## src/rtl/elm_pkg.sv

```systemverilog
package elm_pkg;

    typedef enum logic [2:0] {
        MODE_T20  = 3'd0,
        MODE_T10  = 3'd1,
        MODE_T5   = 3'd2,
        MODE_ALL  = 3'd3,
        MODE_NONE = 3'd4
    } thr_mode_e;

    typedef enum logic {
        EVT_CORR   = 1'b0,
        EVT_UNCORR = 1'b1
    } evt_kind_e;

    localparam int LIMIT_W = 8;

    typedef struct packed {
        logic               numeric;
        logic               log_all;
        logic [LIMIT_W-1:0] limit;
    } thr_policy_t;

    function automatic thr_policy_t mode_policy(input logic [2:0] code);
        thr_policy_t p;
        p.numeric = 1'b0;
        p.log_all = 1'b0;
        p.limit   = '0;
        case (code)
            MODE_T20: begin p.numeric = 1'b1; p.limit = 8'd20; end
            MODE_T10: begin p.numeric = 1'b1; p.limit = 8'd10; end
            MODE_T5:  begin p.numeric = 1'b1; p.limit = 8'd5;  end
            MODE_ALL: begin p.log_all = 1'b1; end
            default:  begin end
        endcase
        return p;
    endfunction

endpackage

```

## src/rtl/elm_slot_cell.sv

```systemverilog
module elm_slot_cell
    import elm_pkg::*;
#(
    parameter int CNT_W = 5
) (
    input  logic        clk,
    input  logic        rst,
    input  logic        clr,
    input  logic        hit_ce,
    input  logic        hit_ue,
    input  logic        leak,
    input  thr_policy_t policy,
    output logic        fire_ce,
    output logic        led
);
    localparam logic [CNT_W-1:0] CNT_MAX = {CNT_W{1'b1}};

    logic [CNT_W-1:0] cnt_q, cnt_d;
    logic             crossed_q, crossed_d;
    logic             led_q, led_d;
    logic             accept;
    logic             reach;

    assign accept = hit_ce && !crossed_q;

    always_comb begin
        if (accept && leak)
            cnt_d = cnt_q;
        else if (accept)
            cnt_d = (cnt_q == CNT_MAX) ? CNT_MAX : cnt_q + 1'b1;
        else if (leak && (cnt_q != '0))
            cnt_d = cnt_q - 1'b1;
        else
            cnt_d = cnt_q;
    end

    assign reach   = (LIMIT_W'(cnt_d) >= policy.limit);
    assign fire_ce = accept && (policy.log_all || (policy.numeric && reach));

    always_comb begin
        crossed_d = crossed_q | (accept && policy.numeric && reach);
        led_d     = led_q | fire_ce | hit_ue;
    end

    always_ff @(posedge clk) begin
        if (rst || clr) begin
            cnt_q     <= '0;
            crossed_q <= 1'b0;
            led_q     <= 1'b0;
        end else begin
            cnt_q     <= cnt_d;
            crossed_q <= crossed_d;
            led_q     <= led_d;
        end
    end

    assign led = led_q;

endmodule

```

## src/rtl/elm_event_reg.sv

```systemverilog
module elm_event_reg
    import elm_pkg::*;
#(
    parameter int SLOT_W = 3
) (
    input  logic              clk,
    input  logic              rst,
    input  logic              clr,
    input  logic              ue_req,
    input  logic              ce_fire,
    input  logic [SLOT_W-1:0] slot,
    output logic              evt_valid,
    output evt_kind_e         evt_kind,
    output logic [SLOT_W-1:0] evt_slot,
    output logic              amber
);
    always_ff @(posedge clk) begin
        if (rst || clr) begin
            evt_valid <= 1'b0;
            evt_kind  <= EVT_CORR;
            evt_slot  <= '0;
            amber     <= 1'b0;
        end else begin
            evt_valid <= ue_req || ce_fire;
            evt_kind  <= ue_req ? EVT_UNCORR : EVT_CORR;
            evt_slot  <= slot;
            amber     <= amber | ue_req;
        end
    end

endmodule

```

## src/rtl/ecc_leak_monitor.sv

```systemverilog
module ecc_leak_monitor
    import elm_pkg::*;
#(
    parameter int NUM_SLOTS = 8,
    parameter int CNT_W     = 5
) (
    input  logic                         clk,
    input  logic                         rst,
    input  logic                         clr_i,
    input  logic                         ce_i,
    input  logic                         ue_i,
    input  logic [$clog2(NUM_SLOTS)-1:0] slot_i,
    input  logic [2:0]                   mode_i,
    input  logic                         leak_i,
    output logic                         evt_valid_o,
    output logic                         evt_kind_o,
    output logic [$clog2(NUM_SLOTS)-1:0] evt_slot_o,
    output logic [NUM_SLOTS-1:0]         led_o,
    output logic                         status_amber_o
);
    localparam int SLOT_W = $clog2(NUM_SLOTS);

    thr_policy_t          policy;
    logic                 ce_req;
    logic [NUM_SLOTS-1:0] sel;
    logic [NUM_SLOTS-1:0] fire_vec;
    evt_kind_e            kind;

    assign policy = mode_policy(mode_i);
    assign ce_req = ce_i && !ue_i;

    for (genvar g = 0; g < NUM_SLOTS; g++) begin : g_slot
        assign sel[g] = (slot_i == SLOT_W'(g));

        elm_slot_cell #(.CNT_W(CNT_W)) u_cell (
            .clk     (clk),
            .rst     (rst),
            .clr     (clr_i),
            .hit_ce  (ce_req && sel[g]),
            .hit_ue  (ue_i && sel[g]),
            .leak    (leak_i),
            .policy  (policy),
            .fire_ce (fire_vec[g]),
            .led     (led_o[g])
        );
    end

    elm_event_reg #(.SLOT_W(SLOT_W)) u_evt (
        .clk       (clk),
        .rst       (rst),
        .clr       (clr_i),
        .ue_req    (ue_i),
        .ce_fire   (|fire_vec),
        .slot      (slot_i),
        .evt_valid (evt_valid_o),
        .evt_kind  (kind),
        .evt_slot  (evt_slot_o),
        .amber     (status_amber_o)
    );

    assign evt_kind_o = kind;

endmodule

```

## config.mk

```make
export PLATFORM = sky130hd
export DESIGN_NAME = ecc_leak_monitor
export DESIGN_NICKNAME = d
export VERILOG_FILES = /design/src/rtl/elm_pkg.sv /design/src/rtl/elm_slot_cell.sv /design/src/rtl/elm_event_reg.sv /design/src/rtl/ecc_leak_monitor.sv
export SDC_FILE = /design/constraint.sdc
export NUM_CORES = 1
export LEC_CHECK = 0
export ABC_AREA = 1
export ABC_CLOCK_PERIOD_IN_PS = 2300
export BUFFER_PORTS_ARGS = -buffer_cell sky130_fd_sc_hd__buf_2
export CORE_ASPECT_RATIO = 1.1
export CORE_UTILIZATION = 40
export DETAILED_ROUTE_END_ITERATION = 8
export PLACE_DENSITY = 0.67
export SLEW_MARGIN = 30
export SYNTH_ARGS = -nofsm -noshare
export SYNTH_HDL_FRONTEND = slang
export SYNTH_HIERARCHICAL = 1
export SYNTH_SLANG_ARGS = --single-unit
```

## constraint.sdc

```tcl
create_clock -name clk -period 2.3 [get_ports clk]
set_input_delay 0.115 -clock clk [delete_from_list [all_inputs] [get_ports clk]]
set_output_delay 0.115 -clock clk [all_outputs]
set_load 0.03 [all_outputs]
```

==> results of run 1 <==
[area by class of cell]
class,count,area [um2]
Clock inverter,6,62.6
Inverter,218,847
Fill cell,1217,5250
Sequential cell,62,1280
Multi-Input combinational cell,662,4420
Tap cell,188,235
Timing Repair Buffer,203,1520
Clock buffer,10,229
Antenna cell,1,2.50
[routing by layer]
layer / global-route usage [%] / vias up
met1: 26.8 / 2822
met3: 3.30 / 26
met5: 0 / -
met4: 8.17 / 0
met2: 38.4 / 92
li1: - / 3307
[worst max-delay path, delay by kind of cell, from the launching register on]
| kind | cells | cell delay [ns] |
|---|---|---|
| simple gates | 17 | 1.39 |
| fa+ha+maj | 2 | 0.36 |
| flops | 1 | 0.33 |
| buf+inv | 4 | 0.31 |
| compound gates | 2 | 0.25 |
[state kept, by name, indices dropped and copies added (netlist names)]
| name | count |
|---|---|
| u_evt/evt_valid | 1 |
| g_slot.u_cell/crossed_q | 8 |
| u_evt/amber | 1 |
| g_slot.u_cell/cnt_q | 40 |
| g_slot.u_cell/led | 8 |
| u_evt/evt_kind | 1 |
| u_evt/evt_slot | 3 |
[path summary, 6_finish.rpt]
check                       startpoint                end  depth (start not counted)  slack, ns
max          g_slot[5].u_cell/cnt_q[0]    u_evt/evt_valid                         25      -0.42
min                          slot_i[0]  u_evt/evt_slot[0]                          3       0.07
max reg2reg  g_slot[5].u_cell/cnt_q[0]    u_evt/evt_valid                         25      -0.42
min reg2reg                u_evt/amber        u_evt/amber                          2       0.49
[repair_timing]
item	CTS	global route
setup endpoints to repair	11	18
gates resized for setup	41	149
buffers inserted	22	14
pin swaps	36	123
[per-stage QoR]
step | instances | hold WS (ns) | util (%) | power, mW
4_1_cts | 1340 | 0.0557 | 57.8 | 3.29
2_1_floorplan | 943 | 0.235 | - | 1.60
3_5_place_dp | 1302 | 0.419 | 53.4 | 1.84
3_3_place_gp | 1302 | 0.412 | 53.4 | 1.84
5_1_grt | 1349 | 0.0732 | 62.1 | 3.58
6_report | 1350 | 0.0669 | 62.1 | 3.39
[cell families after synthesis]
group / Yosys count / share of synthesized area (%)
other: 1 / 0.0661
DFF: 62 / 21.9
AOI/OAI and AO/OA: 122 / 13.4
adders and majority gates: 56 / 12.3
and+or+nand+nor: 434 / 35.2
xor gates and xnor gates: 16 / 2.47
buffers and inverters: 219 / 14.7
[layout by cell type (no fill, tap or decap), drive strengths merged]
cell      instances
bufinv            1
clkinv           10
dfxtp            62
xnor2             7
buf             203
nor3b             7
xor2              9
or2              22
diode             1
clkinvlp          3
nand4            15
o21ai            39
inv             210
nand3            64
a211oi            8
nor4              1
ha               56
nor3             11
a31oi             8
clkbuf           10
nor2             96
nand2           218
conb             34
a21oi            65
o31ai             2
[power by group]
group | leakage (nW) | total, mW | switching (mW) | internal (mW)
clock | 0.134 | 1.37 | 0.539 | 0.835
combinational | 3.57 | 0.909 | 0.501 | 0.407
sequential | 0.512 | 1.11 | 0.0208 | 1.09
==> results.md, run 1 <==
- Fin crit period: 2.72 ns
- Crit path launch type: register
- Avg WL per Cell: between 10 and 15 um
- Final ANT Viol Nets: 0
- H-tree depth: 3
- Power density cells: 394 nW/um2
- Area grow syn2layout: 51.6%
- Critical Path Fanout Max: 3
- Slowest stage delay, CP: 0.33 ns
- Ys Warns: 6
- Critical path class: reg2reg
- Met2 routed WL: 8.05 mm
- Status: finished with violations
- Synth Instances: 910
- Clk root buf: clkbuf_16
- RSZ-0062 raised after global routing: true
- CTS Buf Count: 9
- IO Count: 26
- Vias: 6247
- Count of buffers from port buffering: 25
- Synth area leader: dfxtp_1
- Worst Path Arrival: around 3.0 ns
- Most frequent cells after synthesis: 214 x nand2_1, 182 x inv_1, 80 x nor2_1
- Number of global-route vias before repair: between 5000 and 6000
- EDFF count, synth: 0
- Skew final: 0.00538 ns
- Worst-Skew Late Latency: between 0.3 and 0.4 ns
- DP Area: 7400 um2
- Hold Path Class: in2reg
- Drt first-iter violations: between 200 and 250
- F_max: 368 MHz
- Hold buffers post-CTS: 0
- Synth top area share: 21.9%
- Final non-filler cell area: 8600 um2
- Fin nets: 1224
- Leak: between 4 and 5 nW
- Number of synthesized register bits: 62
- CP max stage cell: dfxtp_2
- First-pass GRT wire length: 25.7 mm
- Wirelength, routed: 15.9 mm
- Setup_tns: -1.07 ns
- Core area: 13900 um2
- Starting Density: 41.0%
- Critical path required time: 2.54 ns
- Die W: around 120 um
- Synthesized area per cell: a little over 6 um2
- RePlAce Congestion: a little under 0.9
- HPWL Detailed: approximately 11 mm
- Largest net degree at the start of global routing: 17
- Async set or reset register ratio after synthesis: 0%
- Final hold vios: 0
- Top sig layer: met4
- Peak VDD IR: 0.302 mV
- Pre-CTS WS: -0.454 ns
- Initial antenna violation count: 1
- Max Slew Vio Count: 0
- CTS sink cnt: 62
- Drt drc: 0
- Post-synthesis cell type count: 35
- Setup violators final: 8
- Most common cell in the netlist: nand2_1
- GR Overflow Total: 0
- Max_cap viols: 0
- Post-route clock period utilization: 118%
- Row cnt: 45
- Clk slew on worst S/H paths: 0.06 ns
- CTS tree: built
- Synth area leaders: dfxtp_1 22%, nand2_1 14%, ha_1 12%
- Post-synthesis sequential area ratio: 21.9%
- Fin worst setup slack: -0.421 ns
- Die Y: around 130 um
- 1st-pass router iterations: 4
- Primary FF master, synth: dfxtp_1
- Metal-1 WL: 7.07 mm
- Longest Clk Path Bufs: 2
- Synth Cell Area: 5680 um2
- Setup crit end kind: register
- Failing checks: negative setup slack
- DR vias/cell: 4.63
- Tot GR Track Use: 22.0%
- Fraction of layout cells with a size suffix above 1: between 30% and 40%
- Met3 WL: 480 um
- Die area: between 10000 and 15000 um2
No activity file was read; power rests on OpenSTA's default activity.
==> run 2: changes to the inputs <==
--- a/config.mk
+++ b/config.mk
@@ -12,6 +12,7 @@
 export CORE_UTILIZATION = 40
 export DETAILED_ROUTE_END_ITERATION = 8
 export PLACE_DENSITY = 0.67
+export REMOVE_ABC_BUFFERS = 1
 export SLEW_MARGIN = 30
 export SYNTH_ARGS = -nofsm -noshare
 export SYNTH_HDL_FRONTEND = slang
==> run 2 against run 1 <==
Effect of this change: the flow still finishes with violations (negative setup slack); die area did not move; clock power rose by 13%; non-clock buffer count rose by 28; first-iteration DRC count rose by 25%; register-to-register slack barely moved; sequential cell count did not move; worst setup slack got worse by 0.013 ns; maximum frequency fell by 0.48%; critical path depth fell by 1; utilization rose by 2.1 points; hold slack improved by 0.11 ns; largest cell class unchanged.
==> results.md, run 2 (synthesized netlist as in run 1, its figures left out) <==
- Status: finished with violations
- Failing checks: negative setup slack
- DP Area: 7440 um2 (+0.59%)
- Max_cap viols: 0 (unchanged)
- Critical path required time: 2.53 ns (about the same)
- H-tree depth: 3 (unchanged)
- Wirelength, routed: 17.4 mm (+9.2%)
- Area grow syn2layout: 56.7%
- Worst-path cell chain: inv_4 > ha_4 > nand3_4 > o21ai_4 > a21oi_2 > o21ai_0 > inv_1 > ha_1 > nand2_1 > nand3_1 > nand2_1 > nand2_1 > nand2_1 > nand2_1 > nand2_1 > nand2_1 > nand2_2 > inv_1 > inv_1 > nand2_1 > nor2_1 > nand2_1 > nor2_2 > nor2_2
- Final non-filler cell area: 8890 um2 (+3.4%)
- Leak: 4.37 nW (+3.5%)
- Setup crit end kind: register
- Starting Density: 41.0% (unchanged)
- Most frequent cells in the layout: 189 x buf_4, 161 x nand2_1, 154 x inv_1
- Critical Path Fanout Max: 4 (+1)
- GRT met1 Usage: 25.3% (-1.5 points)
- Fraction of layout cells with a size suffix above 1: 41.4% (+1.9 points)
- RePlAce Congestion: 0.866 (-1.3%)
- HPWL Detailed: 11.6 mm (+4.0%)
- Die W: 116 um (unchanged)
- IO Count: 26 (unchanged)
- Met2 Track Usage GR: 43.0% (+4.6 points)
- Pre-CTS WS: -0.568 ns (-0.114 ns)
- Critical path class: reg2reg
- Final ANT Viol Nets: 0 (unchanged)
- CTS sink cnt: 62 (unchanged)
- Buf/Inv on CP: 4 (unchanged)
- Tot GR Track Use: 22.6% (+0.65 points)
- Max reg flops: 40 (unchanged)
- Commonest non-fill, non-tap cell in the layout: buf_4
- Peak VDD IR: 0.330 mV (+9.0%)
- Clk root buf: clkbuf_16
- Count of buffers from port buffering: 25 (unchanged)
- Setup violators final: 10 (+2)
- Row cnt: 45 (unchanged)
- RSZ-0062 raised after global routing: true
- Setup_tns: -0.877 ns (+0.196 ns)
- Avg WL per Cell: 12.6 um (+7.0%)
- Worst Path Arrival: 2.96 ns (about the same)
- Largest net degree at the start of global routing: 15 (-2)
- CP delay by family, top: simple AND/OR/NAND/NOR gates
- Cell mode on critical path: nand2_1
- Longest Clk Path Bufs: 2 (unchanged)
- First-pass GRT wire length: 26.6 mm (+3.8%)
- CTS tree: built
- CP max stage cell: dfxtp_4
- Worst Hold Path Cells: 4 (+1)
- Fin nets: 1252 (+2.3%)
- GR Util met3: 3.30% (unchanged)
- Fin crit period: 2.73 ns (+0.0132 ns)
- Drt first-iter violations: 287 (+25%)
- WP depth: 24 (-4.0%)
- Max Slew Vio Count: 0 (unchanged)
- Slowest stage delay, CP: 0.35 ns (+0.02 ns)
- Die Y: 127 um (unchanged)
- CTS Buf Count: 9 (unchanged)
- 1st-pass router iterations: 4 (unchanged)
- Die area: 14700 um2 (unchanged)
- Vias: 6549 (+4.8%)
- Initial antenna violation count: 0 (-1)
- Worst hold slack: 0.174 ns (+0.107 ns)
- Post-route clock period utilization: 119% (+0.57 points)
- Core area: 13900 um2 (unchanged)
- Crit path launch type: register
- GR Overflow Total: 0 (unchanged)
- DR vias/cell: 4.75 (+2.7%)
- Number of global-route vias before repair: 6254 (+5.9%)
- Hold Path Class: in2reg
- GRT busiest layer: met2
- Drt drc: 0 (unchanged)
- Power density cells: 406 nW/um2 (+3.0%)
- Reg with most FFs: g_slot.u_cell/cnt_q
- Final hold vios: 0 (unchanged)
- Clk slew on worst S/H paths: 0.06 ns (about the same)
- Fin worst setup slack: -0.434 ns (-0.0132 ns)
- Skew final: 0.00771 ns (+0.00233 ns)
- F_max: 366 MHz (-0.48%)
- Worst-Skew Late Latency: 0.33 ns (about the same)
- R2R depth: 24 (-4.0%)
[run 2: cell count changes in the layout (fill, tap and decap cells not counted), sizes merged]
cell / before / now
buf: 203 / 231
clkbuf: 10 / 13
clkinvlp: 3 / 0
bufinv: 1 / 2
clkinv: 10 / 9
[run 2: worst reg2reg max path, cell delays in order, from the launching register on]
cell     delay [ns]
dfxtp_4        0.35
inv_4          0.06
ha_4           0.14
nand3_4        0.06
o21ai_4        0.22
a21oi_2        0.10
o21ai_0        0.20
inv_1          0.12
ha_1           0.31
nand2_1        0.06
nand3_1        0.09
nand2_1        0.08
nand2_1        0.05
nand2_1        0.05
nand2_1        0.06
nand2_1        0.05
nand2_1        0.06
nand2_2        0.06
inv_1          0.04
inv_1          0.04
nand2_1        0.06
nor2_1         0.13
nand2_1        0.09
nor2_2         0.11
nor2_2         0.04
[run 2: layer usage]
layer  share of wire, %  wire, um
met5                  0         0
met4                2.0       349
met3                3.6       628
met2                 53      9230
met1                 41      7200
[run 2: where the power goes]
group,leakage (nW),switching (mW),internal (mW)
logic,3.69,0.516,0.441
registers,0.512,0.0212,1.09
clock network,0.166,0.511,1.04
total,4.37,1.05,2.57
[run 2: timing repair]
action | in CTS | in global routing
gates resized for setup | 93 | 160
setup buffers | 24 | 18
hold buffers | 0 | 0
pin swaps | 66 | 123
setup endpoints to repair | 13 | 18
[run 2: path summary, 6_finish.rpt]
check / from / endpoint / slack [ns]
max: g_slot[5].u_cell/cnt_q[1] / u_evt/evt_valid / -0.43
min: ue_i / u_evt/evt_valid / 0.17
max reg2reg: g_slot[5].u_cell/cnt_q[1] / u_evt/evt_valid / -0.43
min reg2reg: u_evt/amber / u_evt/amber / 0.49
[run 2: area by class of cell]
| class | instances | area, um2 |
|---|---|---|
| Fill cell | 1169 | 4960 |
| Multi-Input combinational cell | 662 | 4450 |
| Timing Repair Buffer | 231 | 1750 |
| Sequential cell | 62 | 1280 |
| Inverter | 218 | 837 |
| Clock buffer | 13 | 270 |
| Tap cell | 188 | 235 |
| Clock inverter | 3 | 65.1 |
| Antenna cell | 1 | 2.50 |
[run 2: through the flow]
step	total power [mW]	instances	util, %
floorplan	1.58	942	-
global placement	1.85	1324	53.7
detailed placement	1.86	1324	53.7
CTS	3.50	1362	59.4
global route	3.79	1377	64.2
finish	3.61	1378	64.2
==> run 3: changes to the inputs <==
--- a/config.mk
+++ b/config.mk
@@ -8,11 +8,13 @@
 export ABC_AREA = 1
 export ABC_CLOCK_PERIOD_IN_PS = 2300
 export BUFFER_PORTS_ARGS = -buffer_cell sky130_fd_sc_hd__buf_2
+export CAP_MARGIN = 5
 export CORE_ASPECT_RATIO = 1.1
 export CORE_UTILIZATION = 40
 export DETAILED_ROUTE_END_ITERATION = 8
 export PLACE_DENSITY = 0.67
 export REMOVE_ABC_BUFFERS = 1
+export SETUP_SLACK_MARGIN = 0.3
 export SLEW_MARGIN = 30
 export SYNTH_ARGS = -nofsm -noshare
 export SYNTH_HDL_FRONTEND = slang
==> run 3 against run 2 <==
Effect of this change: the flow still finishes with violations (negative setup slack); routed wire length increased by 0.32%; critical path depth unchanged; hold slack got worse by 0.028 ns.
==> results.md, run 3 (synthesized netlist as in run 1, its figures left out) <==
- Status: finished with violations
- Failing checks: negative setup slack
- Final ANT Viol Nets: 0 (unchanged)
- R2R Setup Slk: -0.37 ns (+0.06 ns)
- Clk slew on worst S/H paths: 0.06 ns (about the same)
- Combinational Power Share: 26.7% (+0.2 points)
- Hold Path Class: in2reg
- Skew final: 0.00720 ns (-0.000508 ns)
- Avg WL per Cell: 12.6 um (-0.33%)
- Peak VDD IR: 0.331 mV (+0.32%)
- Longest Clk Path Bufs: 2 (unchanged)
- Drt first-iter violations: 263 (-8.4%)
- First-pass GRT wire length: 27.6 mm (+3.4%)
- H-tree depth: 3 (unchanged)
- Hold buffers post-CTS: 0 (unchanged)
- Worst-path cell chain: inv_4 > ha_4 > nand3_4 > o21ai_4 > a21oi_2 > o21ai_0 > inv_1 > ha_1 > nand2_1 > nand3_1 > nand2_1 > nand2_1 > nand2_1 > nand2_2 > nand2_1 > nand2_1 > nand2_2 > inv_1 > inv_1 > nand2_1 > nor2_1 > nand2_1 > nor2_2 > nor2_2
- CTS tree: built
- Commonest non-fill, non-tap cell in the layout: buf_4
- Sw Pwr: 1.05 mW (-0.19%)
- Die area: 14700 um2 (unchanged)
- Power density cells: 404 nW/um2 (-0.63%)
- Crit path launch type: register
- Buf/Inv on CP: 4 (unchanged)
- CTS sink cnt: 62 (unchanged)
- Fin crit period: 2.67 ns (-0.0614 ns)
- Worst-Skew Late Latency: 0.33 ns (about the same)
- Worst Path Arrival: 2.90 ns (-0.06 ns)
- Setup violators final: 9 (-1)
- Sw Ratio: 28.9% (-0.13 points)
- Area grow syn2layout: 58.1%
- Max reg flops: 40 (unchanged)
- Cell mode on critical path: nand2_1
- Final hold vios: 0 (unchanged)
- Core area: 13900 um2 (unchanged)
- IO Count: 26 (unchanged)
- Clk root buf: clkbuf_16
- Total power: 3.62 mW (+0.27%)
- Drt drc: 0 (unchanged)
- Area of the multi-input gates: 4450 um2 (about the same)
- Seq pwr share: 30.7% (about the same)
- Count of buffers from port buffering: 25 (unchanged)
- Slowest stage delay, CP: 0.35 ns (about the same)
- Critical path required time: 2.53 ns (about the same)
- Initial antenna violation count: 0 (unchanged)
- Fin nets: 1261 (+0.72%)
- Fraction of layout cells with a size suffix above 1: 41.1% (-0.31 points)
- 1st-pass router iterations: 5 (+1)
- Setup_tns: -1.10 ns (-0.224 ns)
- Wirelength, routed: 17.5 mm (+0.32%)
- RSZ-0062 raised after global routing: true
- Post-route clock period utilization: 116% (-2.7 points)
- Critical Path Fanout Max: 4 (unchanged)
- Max Slew Vio Count: 0 (unchanged)
- Die Y: 127 um (unchanged)
- Die W: 116 um (unchanged)
- Leak: 4.42 nW (+1.2%)
- Reg with most FFs: g_slot.u_cell/cnt_q
- Row cnt: 45 (unchanged)
- Clock network power share: 42.7% (about the same)
- Starting Density: 41.0% (unchanged)
- GR Overflow Total: 0 (unchanged)
- Critical path class: reg2reg
- RePlAce Congestion: 0.866 (unchanged)
- Most frequent cells in the layout: 195 x buf_4, 167 x nand2_1, 156 x inv_1
- HPWL Detailed: 11.6 mm (unchanged)
- Fillers: 1163 (-0.51%)
- Largest net degree at the start of global routing: 15 (unchanged)
- Pint: 2.58 mW (+0.46%)
- Vias: 6541 (-0.12%)
- Number of global-route vias before repair: 6376 (+2.0%)
- F_max: 374 MHz (+2.3%)
- FF/Latch Area: 1280 um2 (-0.39%)
- CTS Buf Count: 9 (unchanged)
- CP delay by family, top: simple AND/OR/NAND/NOR gates
- CP max stage cell: dfxtp_4
- DR vias/cell: 4.72 (-0.77%)
- Max_cap viols: 0 (unchanged)
- Tot GR Track Use: 23.5% (+0.86 points)
- Fin worst setup slack: -0.373 ns (+0.0614 ns)
- Setup crit end kind: register
==> run 3: layer usage <==
metal  global-route usage [%]  routed length, um
met4                     7.18                302
met3                     3.44                502
met1                     26.5               7270
met5                        0                  0
met2                     44.5               9380
==> run 3: worst register-to-register path: stages (launching register included) <==
cell and delay (ns):
dfxtp_4 0.35, inv_4 0.06, ha_4 0.14, nand3_4 0.08, o21ai_4 0.22, a21oi_2 0.10, o21ai_0 0.22, inv_1 0.11
ha_1 0.29, nand2_1 0.06, nand3_1 0.08, nand2_1 0.07, nand2_1 0.05, nand2_1 0.06, nand2_2 0.05, nand2_1 0.05
nand2_1 0.05, nand2_2 0.06, inv_1 0.03, inv_1 0.04, nand2_1 0.05, nor2_1 0.12, nand2_1 0.07, nor2_2 0.11
nor2_2 0.03
==> run 3: path summary, 6_finish.rpt <==
check                                                from         endpoint  cells after the start
worst max-delay path            g_slot[5].u_cell/cnt_q[1]  u_evt/evt_valid                     24
worst min-delay path                                 ue_i  u_evt/evt_valid                      4
worst max register to register  g_slot[5].u_cell/cnt_q[1]  u_evt/evt_valid                     24
worst min register to register                u_evt/amber      u_evt/amber                      2
==> run 3: power groups by stage <==
stage	clock, mW	sequential, mW	combinational (mW)
6_report	1.55	1.11	0.967
5_1_grt	1.61	1.11	1.08
4_1_cts	1.56	1.11	0.854
3_5_place_dp	0	1.14	0.723
3_3_place_gp	0	1.13	0.710
2_1_floorplan	0	1.15	0.434
==> run 3: through the flow <==
stage / hold slack [ns] / cell area (um2) / util, % / setup WS (ns) / std cells
finish: 0.146 / 8970 / 64.8 / -0.373 / 1387
global route: 0.160 / 8970 / 64.8 / -0.622 / 1386
CTS: 0.148 / 8440 / 60.9 / -0.310 / 1371
detailed placement: 0.486 / 7440 / 53.7 / -0.568 / 1324
global placement: 0.477 / 7440 / 53.7 / -0.477 / 1324
floorplan: 0.242 / 5790 / - / -0.150 / 942
==> run 3: cell type report <==
cell class / count / area share (%)
Inverter: 218 / 9.35
Antenna cell: 1 / 0.0279
Clock inverter: 3 / 0.725
Multi-Input combinational cell: 662 / 49.6
Timing Repair Buffer: 240 / 20.4
Tap cell: 188 / 2.62
Clock buffer: 13 / 3.01
Sequential cell: 62 / 14.2
==> run 3: what timing repair did <==
item                       4_1_cts  5_1_grt
gates cloned                     0        0
resized for setup              131      115
setup endpoints to repair       17       18
pin swaps                       74       84
buffers inserted                31       15
